### config.mk
export PLATFORM = sky130hd
export DESIGN_NAME = texfetch_mode_sel
export DESIGN_NICKNAME = d
export VERILOG_FILES = /design/src/rtl/tfm_pkg.sv /design/src/rtl/tfm_locality.sv /design/src/rtl/tfm_sameblk.sv /design/src/rtl/tfm_outreg.sv /design/src/rtl/texfetch_mode_sel.sv
export SDC_FILE = /design/constraint.sdc
export NUM_CORES = 1
export LEC_CHECK = 0
export ABC_AREA = 0
export BUFFER_PORTS_ARGS = -buffer_cell sky130_fd_sc_hd__buf_2
export CAP_MARGIN = 30
export CORE_UTILIZATION = 50
export DETAILED_ROUTE_END_ITERATION = 10
export GPL_TIMING_DRIVEN = 0
export PLACE_DENSITY_LB_ADDON = 0.2
export SLEW_MARGIN = 20
export SYNTH_ARGS = -nofsm -noshare
export SYNTH_HDL_FRONTEND = slang
export SYNTH_SLANG_ARGS = --single-unit
### constraint.sdc
create_clock -name clk -period 33.5 [get_ports clk]
set_input_delay 8.375 -clock clk [delete_from_list [all_inputs] [get_ports clk]]
set_output_delay 8.375 -clock clk [all_outputs]
set_load 0.02 [all_outputs]
### src/rtl/tfm_pkg.sv
package tfm_pkg;

  typedef enum logic {
    MODE_DIRECT = 1'b0,
    MODE_CACHE  = 1'b1
  } fetch_mode_e;

  // Smallest n with cdir * n >= cdir + nblk - 1 (ceiling division).
  function automatic int nacc_min(input int cdir, input int nblk);
    return (cdir + nblk - 1 + cdir - 1) / cdir;
  endfunction

endpackage

### src/rtl/tfm_locality.sv
module tfm_locality #(
  parameter int CW     = 10,
  parameter int NBLOCK = 16,
  parameter int NACC   = 3
) (
  input  logic [CW-1:0] cur_u,
  input  logic [CW-1:0] cur_v,
  input  logic [CW-1:0] prev_u,
  input  logic [CW-1:0] prev_v,
  output logic          dense
);
  localparam int NW = $clog2(NACC + 1) + 1;
  localparam int PW = 2 * CW + NW;

  logic [CW-1:0]   du, dv;
  logic [2*CW-1:0] area;
  logic [PW-1:0]   need;

  always_comb begin
    du   = (cur_u >= prev_u) ? (cur_u - prev_u) : (prev_u - cur_u);
    dv   = (cur_v >= prev_v) ? (cur_v - prev_v) : (prev_v - cur_v);
    area = {{CW{1'b0}}, du} * {{CW{1'b0}}, dv};
    // estimate >= threshold  <=>  NBLOCK >= NACC * du * dv
    need  = PW'(area) * PW'(NACC);
    dense = (du == '0) || (dv == '0) || (need <= PW'(NBLOCK));
  end

endmodule

### src/rtl/tfm_sameblk.sv
module tfm_sameblk #(
  parameter int CW   = 10,
  parameter int SH   = 2,
  parameter int LOOK = 2
) (
  input  logic [CW-1:0]      cur_u,
  input  logic [CW-1:0]      cur_v,
  input  logic [LOOK-1:0]    look_valid,
  input  logic [LOOK*CW-1:0] look_u,
  input  logic [LOOK*CW-1:0] look_v,
  output logic               hit
);
  logic [LOOK-1:0] slot_hit;

  for (genvar i = 0; i < LOOK; i++) begin : g_slot
    logic [CW-1:0] xu, xv;
    assign xu = look_u[i*CW +: CW] ^ cur_u;
    assign xv = look_v[i*CW +: CW] ^ cur_v;
    assign slot_hit[i] = look_valid[i] && ((xu >> SH) == '0) && ((xv >> SH) == '0);
  end

  assign hit = |slot_hit;

endmodule

### src/rtl/tfm_outreg.sv
module tfm_outreg #(
  parameter int AW = 8
) (
  input  logic          clk,
  input  logic          rst,
  input  logic          load,
  input  logic          d_cache,
  input  logic [AW-1:0] d_bu,
  input  logic [AW-1:0] d_bv,
  input  logic          q_ready,
  output logic          can_load,
  output logic          q_valid,
  output logic          q_cache,
  output logic [AW-1:0] q_bu,
  output logic [AW-1:0] q_bv
);
  assign can_load = !q_valid || q_ready;

  always_ff @(posedge clk) begin
    if (rst) begin
      q_valid <= 1'b0;
      q_cache <= 1'b0;
      q_bu    <= '0;
      q_bv    <= '0;
    end else if (can_load) begin
      q_valid <= load;
      if (load) begin
        q_cache <= d_cache;
        q_bu    <= d_bu;
        q_bv    <= d_bv;
      end
    end
  end

endmodule

### src/rtl/texfetch_mode_sel.sv
module texfetch_mode_sel #(
  parameter int CW        = 10,
  parameter int EDGE_LOG2 = 2,
  parameter int CDIRECT   = 8,
  parameter int LOOK      = 2
) (
  input  logic                      clk,
  input  logic                      rst,
  input  logic                      in_valid,
  output logic                      in_ready,
  input  logic [CW-1:0]             in_u,
  input  logic [CW-1:0]             in_v,
  input  logic [LOOK-1:0]           look_valid,
  input  logic [LOOK*CW-1:0]        look_u,
  input  logic [LOOK*CW-1:0]        look_v,
  output logic                      out_valid,
  input  logic                      out_ready,
  output logic                      out_cache,
  output logic [CW-EDGE_LOG2-1:0]   out_bu,
  output logic [CW-EDGE_LOG2-1:0]   out_bv
);
  import tfm_pkg::*;

  localparam int NBLOCK = 1 << (2 * EDGE_LOG2);
  localparam int NACC   = nacc_min(CDIRECT, NBLOCK);
  localparam int AW     = CW - EDGE_LOG2;

  logic          accept;
  logic [CW-1:0] prev_u, prev_v;
  logic          have_prev;
  logic          dense, blk_hit;
  fetch_mode_e   mode;

  assign accept = in_valid && in_ready;

  always_ff @(posedge clk) begin
    if (rst) begin
      prev_u    <= '0;
      prev_v    <= '0;
      have_prev <= 1'b0;
    end else if (accept) begin
      prev_u    <= in_u;
      prev_v    <= in_v;
      have_prev <= 1'b1;
    end
  end

  tfm_locality #(.CW(CW), .NBLOCK(NBLOCK), .NACC(NACC)) u_loc (
    .cur_u (in_u),
    .cur_v (in_v),
    .prev_u(prev_u),
    .prev_v(prev_v),
    .dense (dense)
  );

  tfm_sameblk #(.CW(CW), .SH(EDGE_LOG2), .LOOK(LOOK)) u_sbt (
    .cur_u     (in_u),
    .cur_v     (in_v),
    .look_valid(look_valid),
    .look_u    (look_u),
    .look_v    (look_v),
    .hit       (blk_hit)
  );

  always_comb begin
    if (blk_hit || (have_prev && dense)) mode = MODE_CACHE;
    else                                 mode = MODE_DIRECT;
  end

  tfm_outreg #(.AW(AW)) u_out (
    .clk     (clk),
    .rst     (rst),
    .load    (in_valid),
    .d_cache (mode == MODE_CACHE),
    .d_bu    (in_u[CW-1:EDGE_LOG2]),
    .d_bv    (in_v[CW-1:EDGE_LOG2]),
    .q_ready (out_ready),
    .can_load(in_ready),
    .q_valid (out_valid),
    .q_cache (out_cache),
    .q_bu    (out_bu),
    .q_bv    (out_bv)
  );

endmodule

## Word level (Yosys, flattened, before mapping)

Index checks and enable logic that the tools add are counted.

- Output and inout bits: 19
- Register bits: 39
- Input bits: 66
- Logic and storage cells: 42

- Muxes and demuxes: 3
- Bitwise logic cells: 4
- $lt $le $gt $ge: 3
- $add $sub $neg: 4
- Multiply operators: 2
- Reduce and logical (&&, ||, !) cells: 19

Operators with widths:

| cell | number |
|---|---|
| $logic_not 10->1 | 6 |
| $sub 10x10->10 | 4 |
| $xor 10x10->10 | 4 |
| $le 22x5->1 const B | 1 |
| $mul 20x2->22 const B | 1 |
| $ge 10x10->1 | 2 |
| $mul 10x10->20 | 1 |
| $mux 10 | 2 |
| $logic_and 1x1->1 | 6 |
| $logic_or 1x1->1 | 4 |
| $reduce_and 2->1 | 1 |
| $reduce_or 2->1 | 1 |
| $logic_not 1->1 | 1 |
| $mux 1 | 1 |

## Longest topological paths before layout

- Depth in word-level cells: 9
- Depth in mapped cells: 41
- Depth with buffers taken out: 40

## By module

From an unflattened synthesis, not the netlist that was laid out.

- Cell total of the unflattened synthesis: 1,015
- Area total of the unflattened synthesis: 8,309.2 um^2

By module, submodules not included:

| module | cells an instance | instances | area each (um^2) | sequential area each (um^2) |
|---|---|---|---|---|
| tfm_locality | 792 | 1 | 6,118.4 | 0.0 |
| texfetch_mode_sel | 96 | 1 | 1,002.2 | 420.4 |
| tfm_outreg | 82 | 1 | 834.6 | 360.3 |
| tfm_sameblk | 45 | 1 | 354.1 | 0.0 |

## Least setup slack after synthesis

Ideal clock, no wire load.

- Kind: input -> output
- Start: in out_ready
- End: out in_ready
- Path slack: 16.508 ns
- Data required time: 25.125 ns
- Stages on the path: 1
- Arrival time: 8.617 ns
- Buffers on the path: 0
- Cell sequence: nand2b_1

- Word-level cells in the longest chain between the ends: 1

Ends and longest elaborated chain:

| element | line | RTL |
|---|---|---|
| start: declaration | texfetch_mode_sel.sv:17 | `input logic out_ready,` |
| $logic_or 1x1->1 | tfm_outreg.sv:17 | `assign can_load = !q_valid \|\| q_ready;` |
| end: declaration | texfetch_mode_sel.sv:10 | `output logic in_ready,` |

Every way passes these cells.

## Worst setup path after layout

- Start: in in_u[0]
- End: reg u_out.q_cache

- Word-level cells in the longest chain between the ends: 9
- Elaborated cells between the ends (all ways): 13
- Classes of those cells: add/sub (2); mul (2); order compare (2); mux (2); reduce/logical (5)

Ends and longest elaborated chain:

| element | line | RTL |
|---|---|---|
| start: declaration | texfetch_mode_sel.sv:11 | `input logic [CW-1:0] in_u,` |
| $sub 10x10->10 / $ge 10x10->1 (equally long branches) | tfm_locality.sv:20 | `du = (cur_u >= prev_u) ? (cur_u - prev_u) : (prev_u - cur_u);` |
| $mux 10 * | tfm_locality.sv:20 |  |
| $mul 10x10->20 | tfm_locality.sv:22 | `area = {{CW{1'b0}}, du} * {{CW{1'b0}}, dv};` |
| $mul 20x2->22 | tfm_locality.sv:24 | `need = PW'(area) * PW'(NACC);` |
| $le 22x5->1 | tfm_locality.sv:25 | `dense = (du == '0) \|\| (dv == '0) \|\| (need <= PW'(NBLOCK));` |
| $logic_or 1x1->1 * | tfm_locality.sv:25 |  |
| $logic_and 1x1->1 * | texfetch_mode_sel.sv:66 | `if (blk_hit \|\| (have_prev && dense)) mode = MODE_CACHE;` |
| $logic_or 1x1->1 * | texfetch_mode_sel.sv:66 |  |
| $mux 1 * | texfetch_mode_sel.sv:66 |  |
| end signal: assignment | tfm_outreg.sv:28 | `q_cache <= d_cache;` |
| end: declaration | tfm_outreg.sv:13 | `output logic q_cache,` |

Mark *: on every way between the ends. The rest lies on a longest branch, timed or not.
A chain may end at the register's enable or synchronous reset.

==> reports/metrics.csv <==
metric;value;unit
number of clock buffers inserted by TritonCTS;3;
routed wirelength normalized by instance count;14.5;microns
dominant combinational cell family by area after synthesis;adder cells;
area share of the leading cell type in the synthesized netlist;0.178;
chip width;125;microns
number of levels in the clock H-tree;1;
number of vias per cell;5.49;
# hold bufs at CTS;0;
final hold viol count;0;
sum of negative setup slack;0;ns
synthesis-to-finish area growth;9.11;%
number of DRC markers after the initial detailed-route iteration;311;
average footprint of a synthesized cell;7.87;sq um
crit path max-delay cell type;fa_1;
final worst clock skew;0.00484;ns
initial standard-cell utilization of the core;0.518;
number of global-route vias before repair;6161;
actual slew at the worst max-slew pin;1.03;ns
RePlAce Congestion;0.883;
startpoint class of the critical path;input port;
core outline area;14600;sq um
nets in the synthesized netlist;1204;
Critical Path Max Stage Delay;0.52;ns
critical path endpoint category;flop;
post-synthesis cell area;7580;sq um
final count of negative-setup-slack endpoints;0;
cell mode on critical path;inv_1;
first-pass GRT wire length;29.6;mm
clock-pin slew on the worst setup and hold paths;0.06;ns
maximum fanout along the worst path;10;
status;finished, final reports clean;
number of enable-type register cells in the synthesized netlist;0;
standard-cell row count;44;
fraction of the cycle the final worst path needs;0.544;
post-synthesis cell type with the largest combined area;ha_1;
I/O Pins;85;
Clock Sinks;23;
Area after DPL;8190;sq um
share of the synthesized netlist area taken by xor and xnor gates;0.0820;
Die Height;125;microns
largest net degree at the start of global routing;14;
type of the worst setup path;in2reg;
share of synthesized area occupied by flip-flops and latches;0.0607;
final wirelength;17.8;mm
post-route minimum period;18.23;ns
maximum number of buffers from clock root to sink;2;
residual antenna-violating net count after detailed routing;0;
unrepaired setup endpoints after global routing;false;
area of combinational cells with multiple inputs;6380;sq um
antenna cell count;0;
number of instances in the synthesized netlist;963;
Final Slew Violations;0;
post-cts sizing count;0;
share of synthesized registers carrying an async set or reset;0;
peak clock frequency supported by timing;54.9;MHz
synth unique cells;77;
post-layout instance area;8270;sq um
Yosys warning count;0;
required arrival time at the worst endpoint;33.61;ns
Post-DP HPWL;15.2;mm
class of the most critical hold timing path;reg2reg;
top post-synthesis cells by area;ha_1 18%, fa_1 18%, xnor2_1 7.0%;
Synth Flop Type;dfxtp_1;
combined global-route utilization of all metal layers;0.227;
number of maximum-capacitance violations;0;
DRC;0;
flip-flop and latch count after synthesis;23;
Worst-Skew Late Latency;0.26;ns
total iterations of the first detailed-routing run;5;
clock tree from TritonCTS;yes;
post-CTS setup repair buffer count;0;
area fraction in and, or, nand and nor cells after synthesis;0.190;
Critical Path AT;18.34;ns
via count;6737;
worst rel slew slack;0.309;
input/output buffers;76;
Filler Cell Count;1430;
Root Buffer;clkbuf_16;
layout cells sized above 1;0.131;
number of nets at the end of the flow;1285;
antenna violations before repair;0;
post-synthesis compound-gate area fraction;0.187;
share of synthesized area spent on multiplexers;0.0267;
total die area;15700;sq um
register cell area after layout;460;sq um
Remaining Overflow, GRT;0;
adder-cell share of the synthesized area;0.355;
## synthesized netlist by cell type (10+ instances only)
cell and n:
nor3_1 16, inv_1 124, a21o_1 18, fa_1 67, nand3_1 17, and2_1 11
nand4_1 15, buf_4 16, nand2b_1 24, o21ai_0 27, ha_1 108, dfxtp_1 23
a21oi_1 68, nor2_1 87, nor2b_1 11, xnor2_1 61, xor2_1 10, mux2i_1 14
clkbuf_1 27, nand2_1 78
## routing by layer
metal / track usage / up-vias / routed length (microns)
li1: - / 3401 / -
met1: 0.329 / 3191 / 8720
met2: 0.374 / 133 / 8230
met3: 0.0291 / 12 / 740
met4: 0.0208 / 0 / 130
met5: 0 / - / 0
## metrics by stage
stage	instances	hold WS (ns)	util	worst slack, ns
2_1_floorplan	963	0.450	-	16.51
3_3_place_gp	1223	0.464	0.559	15.06
3_5_place_dp	1223	0.471	0.559	15.02
4_1_cts	1227	0.480	0.565	15.26
5_1_grt	1227	0.500	0.565	14.78
6_report	1227	0.479	0.565	15.27
## placed cells by master, fill, tap and decap left out, types with 4 or more instances in the layout
cell type  count
mux2i_1       14
o211a_1        6
a211o_1        4
and2_1        11
o21bai_1       4
a21oi_1       68
nand3_1       17
fa_1          67
or2_2          9
clkbuf_1      27
nand4_1       15
buf_4         16
xor2_1        10
o21a_1         7
a21o_1        18
ha_1         108
xnor2_1       61
a21boi_0       6
nand2_1       78
o211ai_1       8
nor2b_1       11
buf_2         80
nor2_1        87
a31oi_1        8
nand2b_1      24
nor4_1         6
inv_1        124
and3_1         5
dfxtp_1       23
o21ai_0       27
nor3_1        16
## state kept, by name, indices dropped and copies added (netlist names)
name,cells
prev_u,10
prev_v,10
have_prev,1
u_out.q_cache,1
u_out.q_valid,1
## critical path: cells and delay by family
kind / cells / cell delay (ns)
adders and majority gates: 9 / 3.70
AOI/OAI and AO/OA: 12 / 3.14
and+or+nand+nor: 5 / 1.22
buffers and inverters: 9 / 0.98
xor gates and xnor gates: 3 / 0.61
muxes: 1 / 0.28
## cell families (layout without fill, tap and decap cells)
kind of cell,Yosys count,in the layout
XOR/XNOR,71,71
flip-flops,23,23
multiplexers,19,19
AO/OA/AOI/OAI,203,203
adder cells (fa/ha/maj),175,175
buffers and inverters,175,255
AND/OR/NAND/NOR,297,297
## area by class of cell
class                   count  area share
multi-input cells         765       0.771
repair buffers             76      0.0460
plain buffers              51      0.0337
inverters                 124      0.0563
clock buffers               3     0.00908
well taps                 184      0.0278
clock inverters             1    0.000605
flip-flops and latches     23      0.0557
## worst paths after layout
path / from / endpoint / slack [ns] / cells past startpoint
max: in_u[0] / u_out.q_cache$_SDFFE_PP0P_ / 15.27 / 39
min: prev_v[0]$_SDFFE_PP0P_ / prev_v[0]$_SDFFE_PP0P_ / 0.48 / 2
max reg2reg: prev_u[0]$_SDFFE_PP0P_ / u_out.q_cache$_SDFFE_PP0P_ / 23.20 / 37
min reg2reg: prev_v[0]$_SDFFE_PP0P_ / prev_v[0]$_SDFFE_PP0P_ / 0.48 / 2
Power is left out: the tool's default activity adds up to more than one toggle a clock period on the data nets, which glitch-free logic cannot reach.
